<file path="config.mk">
export PLATFORM = sky130hd
export DESIGN_NAME = dual_cu_dispatcher
export DESIGN_NICKNAME = d
export VERILOG_FILES = /design/src/rtl/dcd_pkg.sv /design/src/rtl/dcd_unit_track.sv /design/src/rtl/dcd_cost_model.sv /design/src/rtl/dual_cu_dispatcher.sv
export SDC_FILE = /design/constraint.sdc
export NUM_CORES = 1
export LEC_CHECK = 0
export ABC_AREA = 1
export CAP_MARGIN = 5
export CORE_AREA = 5 5 166 168
export CTS_CLUSTER_SIZE = 10
export DETAILED_ROUTE_END_ITERATION = 16
export DIE_AREA = 0 0 171 173
export GPL_TIMING_DRIVEN = 1
export SLEW_MARGIN = 0
export SYNTH_ARGS = -nofsm -noshare
export SYNTH_HDL_FRONTEND = slang
export SYNTH_SLANG_ARGS = --single-unit
</file>
<file path="constraint.sdc">
create_clock -name clk -period 9.1 [get_ports clk]
set_clock_uncertainty 0.2 [all_clocks]
set_input_delay 0.91 -clock clk [delete_from_list [all_inputs] [get_ports clk]]
set_output_delay 0.91 -clock clk [all_outputs]
set_load 0.005 [all_outputs]
</file>
<file path="src/rtl/dcd_pkg.sv">
package dcd_pkg;
    typedef enum logic [1:0] {
        ST_IDLE,
        ST_ISSUE,
        ST_WAIT,
        ST_FIN
    } dcd_state_e;
endpackage

</file>
<file path="src/rtl/dcd_unit_track.sv">
module dcd_unit_track #(
    parameter int CNT_W = 8
) (
    input  logic             clk,
    input  logic             rst_n,
    input  logic             load,
    input  logic [CNT_W-1:0] load_num,
    input  logic             issue,
    input  logic             done_in,
    output logic             has_work,
    output logic             outstanding,
    output logic             round_clear
);
    logic [CNT_W-1:0] remaining;

    // Tasks still to hand out to this unit
    always_ff @(posedge clk) begin
        if (!rst_n)
            remaining <= '0;
        else if (load)
            remaining <= load_num;
        else if (issue)
            remaining <= remaining - 1'b1;
    end

    // A task is in flight from its issue pulse until done is accepted
    always_ff @(posedge clk) begin
        if (!rst_n)
            outstanding <= 1'b0;
        else if (load)
            outstanding <= 1'b0;
        else if (issue)
            outstanding <= 1'b1;
        else if (done_in && outstanding)
            outstanding <= 1'b0;
    end

    always_comb begin
        has_work    = (remaining != '0);
        round_clear = !outstanding || done_in;
    end

    AST_COUNT_HOLDS: assert property (@(posedge clk) disable iff (!rst_n)
        (!load && !issue) |=> $stable(remaining));
    AST_STRAY_IGNORED: assert property (@(posedge clk) disable iff (!rst_n)
        (!load && !issue && !outstanding) |=> !outstanding);
endmodule

</file>
<file path="src/rtl/dcd_cost_model.sv">
module dcd_cost_model #(
    parameter int CNT_W = 8,
    parameter int LAT_W = 8,
    parameter int TOT_W = 20
) (
    input  logic             clk,
    input  logic             rst_n,
    input  logic             load,
    input  logic [CNT_W-1:0] n_big,
    input  logic [CNT_W-1:0] n_small,
    input  logic [LAT_W-1:0] l_big,
    input  logic [LAT_W-1:0] l_small,
    output logic [TOT_W-1:0] cost
);
    logic [TOT_W-1:0] big_part;
    logic [TOT_W-1:0] excess;
    logic [TOT_W-1:0] small_part;

    // Small work only costs where it outlasts the large rounds
    always_comb begin
        big_part   = TOT_W'(l_big) * TOT_W'(n_big);
        excess     = (n_small > n_big) ? TOT_W'(n_small - n_big) : '0;
        small_part = TOT_W'(l_small) * excess;
    end

    always_ff @(posedge clk) begin
        if (!rst_n)
            cost <= '0;
        else if (load)
            cost <= big_part + small_part;
    end

    AST_COST_HELD: assert property (@(posedge clk) disable iff (!rst_n)
        !load |=> $stable(cost));
endmodule

</file>
<file path="src/rtl/dual_cu_dispatcher.sv">
module dual_cu_dispatcher
    import dcd_pkg::*;
#(
    parameter int CNT_W = 8,
    parameter int LAT_W = 8,
    parameter int TOT_W = 20
) (
    input  logic             clk,
    input  logic             rst_n,
    input  logic             start,
    input  logic [CNT_W-1:0] num_big,
    input  logic [CNT_W-1:0] num_small,
    input  logic [LAT_W-1:0] lat_big,
    input  logic [LAT_W-1:0] lat_small,
    input  logic             done_big,
    input  logic             done_small,
    output logic             issue_big,
    output logic             issue_small,
    output logic             busy,
    output logic             finished,
    output logic [TOT_W-1:0] total_cycles,
    output logic [TOT_W-1:0] model_cost
);
    localparam int NUM_UNITS = 2;
    localparam int IDX_BIG   = 0;
    localparam int IDX_SMALL = 1;

    dcd_state_e state, state_nx;

    logic                 load;
    logic [CNT_W-1:0]     num_arr [NUM_UNITS];
    logic [NUM_UNITS-1:0] issue_vec;
    logic [NUM_UNITS-1:0] done_vec;
    logic [NUM_UNITS-1:0] work_vec;
    logic [NUM_UNITS-1:0] out_vec;
    logic [NUM_UNITS-1:0] clear_vec;

    assign num_arr[IDX_BIG]   = num_big;
    assign num_arr[IDX_SMALL] = num_small;
    assign done_vec           = {done_small, done_big};

    generate
        for (genvar u = 0; u < NUM_UNITS; u++) begin : g_unit
            dcd_unit_track #(.CNT_W(CNT_W)) u_track (
                .clk         (clk),
                .rst_n       (rst_n),
                .load        (load),
                .load_num    (num_arr[u]),
                .issue       (issue_vec[u]),
                .done_in     (done_vec[u]),
                .has_work    (work_vec[u]),
                .outstanding (out_vec[u]),
                .round_clear (clear_vec[u])
            );
        end
    endgenerate

    dcd_cost_model #(.CNT_W(CNT_W), .LAT_W(LAT_W), .TOT_W(TOT_W)) u_cost (
        .clk     (clk),
        .rst_n   (rst_n),
        .load    (load),
        .n_big   (num_big),
        .n_small (num_small),
        .l_big   (lat_big),
        .l_small (lat_small),
        .cost    (model_cost)
    );

    // State register
    always_ff @(posedge clk) begin
        if (!rst_n)
            state <= ST_IDLE;
        else
            state <= state_nx;
    end

    // Transitions
    always_comb begin
        state_nx = state;
        unique case (state)
            ST_IDLE: begin
                if (start)
                    state_nx = (num_big == '0 && num_small == '0) ? ST_FIN : ST_ISSUE;
            end
            ST_ISSUE: state_nx = ST_WAIT;
            ST_WAIT: begin
                if (&clear_vec)
                    state_nx = (|work_vec) ? ST_ISSUE : ST_FIN;
            end
            ST_FIN:  state_nx = ST_IDLE;
            default: state_nx = ST_IDLE;
        endcase
    end

    // Outputs
    always_comb begin
        load        = (state == ST_IDLE) && start;
        issue_vec   = (state == ST_ISSUE) ? work_vec : '0;
        issue_big   = issue_vec[IDX_BIG];
        issue_small = issue_vec[IDX_SMALL];
        busy        = (state != ST_IDLE);
        finished    = (state == ST_FIN);
    end

    // Measured latency: cycles spent waiting on the units
    always_ff @(posedge clk) begin
        if (!rst_n)
            total_cycles <= '0;
        else if (load)
            total_cycles <= '0;
        else if (state == ST_WAIT)
            total_cycles <= total_cycles + 1'b1;
    end

    AST_BUSY_AFTER_START: assert property (@(posedge clk) disable iff (!rst_n)
        (start && !busy) |=> busy);
    AST_NO_ISSUE_IDLE: assert property (@(posedge clk) disable iff (!rst_n)
        !busy |-> !(issue_big || issue_small));
    AST_BARRIER: assert property (@(posedge clk) disable iff (!rst_n)
        (|out_vec) |-> !(issue_big || issue_small));
    AST_TOTAL_HOLD: assert property (@(posedge clk) disable iff (!rst_n)
        (!busy && !start) |=> $stable(total_cycles));
    AST_STRAY_NO_RELEASE: assert property (@(posedge clk) disable iff (!rst_n)
        (state == ST_WAIT && out_vec[IDX_BIG] && !done_big && done_small && !out_vec[IDX_SMALL])
        |=> (state == ST_WAIT));
    AST_FINISH_PULSE: assert property (@(posedge clk) disable iff (!rst_n)
        finished |=> (!finished && !busy));
    AST_START_IGNORED: assert property (@(posedge clk) disable iff (!rst_n)
        (busy && start) |=> $stable(model_cost));
endmodule

</file>
==> metrics.csv, run 1 <==
metric,value,unit
library cells used by synthesis,39,
worst hold path class,reg2reg,
Slew HR,33.1,%
drc violations,0,
Crit Path Max Fanout,13,
nets,1519,
Setup CP Type,in2reg,
Clock Sinks,60,
Starting Density,34.5,%
Slew @ Worst Pin,1000,ps
CP endpoint kind,flip-flop,
Worst VDD drop,0.387,mV
Die ar.,29600,um2
Mapped Cells,1205,
Post-synth ARST share,0,%
vias per cell,4.66,
Synth Area per Inst,7.38,um2
P_leak,5.34,nW
Power Total,3.67,mW
PD cells,355,nW/um2
"slowest stage delay, CP",750,ps
core area,25800,um2
FILL cells,2669,
P&R area growth vs syn,16.3,%
die height,173,um
Die W,171,um
WL per Instance,14.3,um
hold buffers post-CTS,0,
share of layout cells above drive strength 1,4.00,%
setup_tns,0,ps
Synth Cell Area,8890,um2
post-cts resize count,0,
largest net degree at the start of global routing,48,
CTS Buffer Depth,2,
drt total wl,23100,um
IO Port Bufs,80,
CTS buffer count,9,
syn nets,1453,
startpoint types,input port,
fin crit period,8040,ps
Ant. Diodes,0,
initial detailed-routing violation count,402,
Skew-Pair Late Insertion Delay,330,ps
period utilization,88.4,%
vias in the first global route,7804,
DRT Pass-1 Iters,6,
Routed Antenna Nets,0,
IO Count,81,
clk root buf,clkbuf_16,
Final Setup Violations,0,
f_max,0.124,GHz
initial antenna violation count,0,
unrepaired setup endpoints after global routing,false,
Post-synth EDFFs,0,
Crit path required time,9130,ps
Final Max Slew Viols,0,
Arrival @ worst endpoint,8070,ps
Overflow after GRT,0,
routed vias,7508,
RePlAce Congestion,0.923,
global-route usage over all layers,16.3,%
run status,completed,
first-pass GRT wire length,39500,um
most frequent cells in the layout,"inv_1, nand2_1, nor2_1",
max-cap violations,0,
site row count,59,
r2r setup slk,6600,ps
top_reg_cell synth,dfxtp_1,
post-synthesis sequential area ratio,13.5,%
Clock Pin Slew Worst Setup and Hold Paths,60,ps
Worst path slowest cell,clkdlybuf4s50_1,
Synth warnings,0,
"Setup Fix Bufs, Post-CTS",0,
Fin. Hold Viols,0,
H-tree levels,3,
Yosys reg bits,60,
hpwl dp,19500,um
"leading cell type in the layout, fill and taps excluded",inv_1,
CTS tree,yes,
## path summary, 6_finish.rpt
path,from,endpoint,depth (start not counted)
min,total_cycles[18],total_cycles[18],2
max,num_big[2],u_cost.cost[14],33
max reg2reg,state[1],total_cycles[7],7
min reg2reg,total_cycles[18],total_cycles[18],2
## routing by layer
layer  part of all wire [%]  vias to the layer above  GRT usage (%)
met5                      0                        -              0
met1                     45                     3606           21.7
met4                    1.3                        0           2.71
li1                       -                     3731              -
met2                     49                      149           27.9
met3                    5.0                       22           2.99
## per-stage QoR
stage / worst slack, ps / utilization, % / hold WS (ps) / cells / instance area, um2
2_1_floorplan: 1890 / - / 255 / 1205 / 8890
3_3_place_gp: 806 / 38.9 / 267 / 1595 / 10000
3_5_place_dp: 753 / 38.9 / 273 / 1595 / 10000
4_1_cts: 1090 / 40.1 / 282 / 1611 / 10300
5_1_grt: 564 / 40.1 / 301 / 1611 / 10300
6_report: 1060 / 40.1 / 279 / 1611 / 10300
## report_power, final
part	total (mW)	switching [mW]	internal, mW
clock	0.370	0.130	0.240
sequential	0.330	0.0249	0.305
combinational	2.97	1.83	1.14
total	3.67	1.99	1.68
## registers in the layout (all words and copies together) (netlist names)
signal	flops
g_unit.u_track.outstanding	2
g_unit.u_track.remaining	16
u_cost.cost	20
total_cycles	20
state	2
## worst max-delay path: cells and delay by family
kind / cells / cell delay [ps]
AND/OR/NAND/NOR: 14 / 1450
AO/OA/AOI/OAI: 2 / 290
adder cells (fa/ha/maj): 8 / 3900
buffers and inverters: 9 / 1530
## synth_stat cells, types with 3 or more instances
| master | number | area [um2] |
|---|---|---|
| nand3_1 | 61 | 305 |
| buf_2 | 5 | 25.0 |
| nor2_4 | 4 | 45.0 |
| nor3_1 | 11 | 55.1 |
| nand4_1 | 9 | 56.3 |
| xnor2_1 | 7 | 61.3 |
| nor2_2 | 6 | 37.5 |
| fa_1 | 131 | 2620 |
| nor2_1 | 142 | 533 |
| buf_1 | 3 | 11.3 |
| dfxtp_1 | 60 | 1200 |
| a31oi_1 | 7 | 43.8 |
| a21oi_1 | 41 | 205 |
| inv_1 | 286 | 1070 |
| nand2_4 | 3 | 33.8 |
| inv_2 | 3 | 11.3 |
| nand2_2 | 5 | 31.3 |
| ha_1 | 80 | 1000 |
| buf_4 | 4 | 30.0 |
| o21ai_0 | 27 | 135 |
| clkbuf_1 | 19 | 71.3 |
| o211ai_1 | 4 | 30.0 |
| nand2_1 | 247 | 927 |
| xor2_1 | 20 | 175 |
## area by class of cell
| cell class | instances | area, um2 | share of cell area, % |
|---|---|---|---|
| multi-input cells | 823 | 6450 | 62.4 |
| flip-flops and latches | 60 | 1200 | 11.6 |
| inverters | 290 | 1090 | 10.6 |
| repair buffers | 87 | 853 | 8.26 |
| well taps | 335 | 419 | 4.06 |
| clock buffers | 10 | 229 | 2.22 |
| clock inverters | 6 | 88.8 | 0.860 |
## kinds of logic (layout without fill, tap and decap cells)
family / after synthesis / in the layout / synth area share, %
xor gates and xnor gates: 27 / 27 / 2.66
adders and majority gates: 211 / 211 / 40.8
buffers and inverters: 322 / 393 / 13.9
and+or+nand+nor: 500 / 500 / 23.9
AOI/OAI and AO/OA: 85 / 85 / 5.21
DFF: 60 / 60 / 13.5
Note: power is estimated with default switching activity, not from simulation.
==> run 2, diff against run 1 <==
- ABC_AREA: 1 -> 0
- CORE_AREA: 5 5 166 168 -> 5 5 162 164
- DIE_AREA: 0 0 171 173 -> 0 0 167 169
==> run 2 against run 1 <==
Combinational power decreased by 30%; highest routed layer unchanged; largest power group unchanged; worst hold slack got worse by 27 ps; fmax fell by 5.1%; wire length shrank 1.0%; design area decreased by 3.9%; synthesized area decreased by 4.6%; via count is 7.2% lower; count of clock-buffer cells in the layout shrank 1; utilization barely moved; sequential cell count unchanged; clock power shrank 12%; global-route usage rose by 0.23 points.
==> metrics.csv, run 2 <==
metric,value,unit
CTS buffer count,9,
post-synthesis sequential area ratio,14.2,%
most frequent cells in the layout,"inv_1, fa_1, nand2_1",
Slew HR,23.3,%
P&R area growth vs syn,17.1,%
WL per Instance,16.4,um
Clock Sinks,60,
DRT Pass-1 Iters,5,
leading area contributor after synthesis,fa_1,
run status,completed,
Yosys reg bits,60,
"leading cell type in the layout, fill and taps excluded",inv_1,
die height,169,um
Buf/Inv on CP,7,
Crit Path Max Fanout,12,
setup_tns,0,ps
H-tree levels,3,
site row count,58,
Synth Cell Area,8480,um2
Routed Antenna Nets,0,
PD cells,275,nW/um2
P_leak,4.57,nW
hpwl dp,18900,um
Area contributors post-synth,"fa_1, dfxtp_1, ha_1",
Synth warnings,0,
Post-synth ARST share,0,%
worst hold path class,reg2reg,
CP most frequent cell,inv_1,
library cells used by synthesis,60,
initial detailed-routing violation count,437,
Power Total,2.73,mW
Clock Pin Slew Worst Setup and Hold Paths,60,ps
Yosys top cell area share,30.9,%
clk root buf,clkbuf_16,
share of layout cells above drive strength 1,4.33,%
Synth Area per Inst,8.55,um2
routed vias,6965,
"slowest stage delay, CP",570,ps
most instantiated cells after synthesis,"inv_1, fa_1, nand2_1, ha_1, nor2_1",
drc violations,0,
Overflow after GRT,0,
Setup CP Type,in2reg,
CTS tree,yes,
fin crit period,8470,ps
hold buffers post-CTS,0,
syn nets,1239,
startpoint types,input port,
Final Max Slew Viols,0,
Ant. Diodes,0,
IO Port Bufs,80,
post-cts resize count,0,
top_reg_cell synth,dfxtp_1,
Starting Density,34.3,%
CTS Buffer Depth,2,
Crit path required time,9150,ps
nets,1305,
max-cap violations,0,
vias per cell,5.00,
RePlAce Congestion,0.925,
Fin. Hold Viols,0,
top-count cell post-synth,inv_1,
cell family with most CP delay,adder cells,
Final Setup Violations,0,
"Setup Fix Bufs, Post-CTS",0,
Worst VDD drop,0.264,mV
IO Count,81,
Die W,167,um
Die ar.,28200,um2
Mapped Cells,991,
vias in the first global route,7134,
drt total wl,22800,um
f_max,0.118,GHz
unrepaired setup endpoints after global routing,false,
Post-synth EDFFs,0,
period utilization,93.1,%
initial antenna violation count,0,
Slew @ Worst Pin,1150,ps
CP endpoint kind,flip-flop,
Arrival @ worst endpoint,8520,ps
Skew-Pair Late Insertion Delay,340,ps
global-route usage over all layers,16.5,%
core area,24700,um2
top flop regs,"total_cycles: 20 flops, u_cost.cost: 20 flops, g_unit.u_track.remaining: 16 flops",
largest net degree at the start of global routing,30,
Worst path slowest cell,o21ai_0,
first-pass GRT wire length,38000,um
[run 2: worst paths after layout]
check                                                     from                        endpoint  slack (ps)  depth (start not counted)
worst max-delay path                                num_big[1]                 u_cost.cost[14]         630                         27
worst min-delay path                            u_cost.cost[6]                  u_cost.cost[6]         250                          2
worst max register to register  g_unit[0].u_track.remaining[0]  g_unit[0].u_track.remaining[4]        6320                          7
worst min register to register                  u_cost.cost[6]                  u_cost.cost[6]         250                          2
[run 2: cell type report]
type | instances | area, um2
Clock buffer | 9 | 225
Timing Repair Buffer | 96 | 921
Multi-Input combinational cell | 727 | 6500
Tap cell | 330 | 413
Fill cell | 2490 | 14800
Inverter | 163 | 612
Clock inverter | 7 | 56.3
Sequential cell | 60 | 1200
[run 2: stage by stage]
stage	hold WS, ps	util, %	setup slack, ps	cells	area (um2)
finish	252	40.1	628	1392	9930
global route	267	40.1	173	1392	9930
CTS	255	40.1	649	1392	9930
detailed placement	246	39.0	308	1376	9650
global placement	244	39.0	320	1376	9650
floorplan	244	-	1090	991	8480
[run 2: cell families (layout without fill, tap and decap cells)]
logic type / count (synthesis) / count (layout) / share of synthesized area [%]
compound gates: 118 / 118 / 9.02
xor+xnor: 37 / 37 / 3.82
fa+ha+maj: 211 / 211 / 42.7
buf+inv: 204 / 275 / 9.17
flops: 60 / 60 / 14.2
mux: 6 / 6 / 0.767
simple gates: 355 / 355 / 20.3
[run 2: tightest hold or removal path, cell delays in order, from the launching register on]
cell and delay (ps):
dfxtp_1 310, nand2_1 50, a21oi_1 50
[run 2: power breakdown]
group | leakage, nW | internal [mW] | total [mW] | switching [mW]
combinational | 3.95 | 0.850 | 2.09 | 1.24
sequential | 0.490 | 0.297 | 0.320 | 0.0225
clock | 0.137 | 0.188 | 0.326 | 0.138
total | 4.57 | 1.33 | 2.73 | 1.40
[run 2: per-layer routing]
layer | vias up | share of wire, % | GRT usage (%)
met3 | 18 | 5.2 | 2.80
met4 | 0 | 1.0 | 2.45
met1 | 3449 | 45 | 22.6
li1 | 3322 | - | -
met2 | 176 | 49 | 28.2
met5 | - | 0 | 0
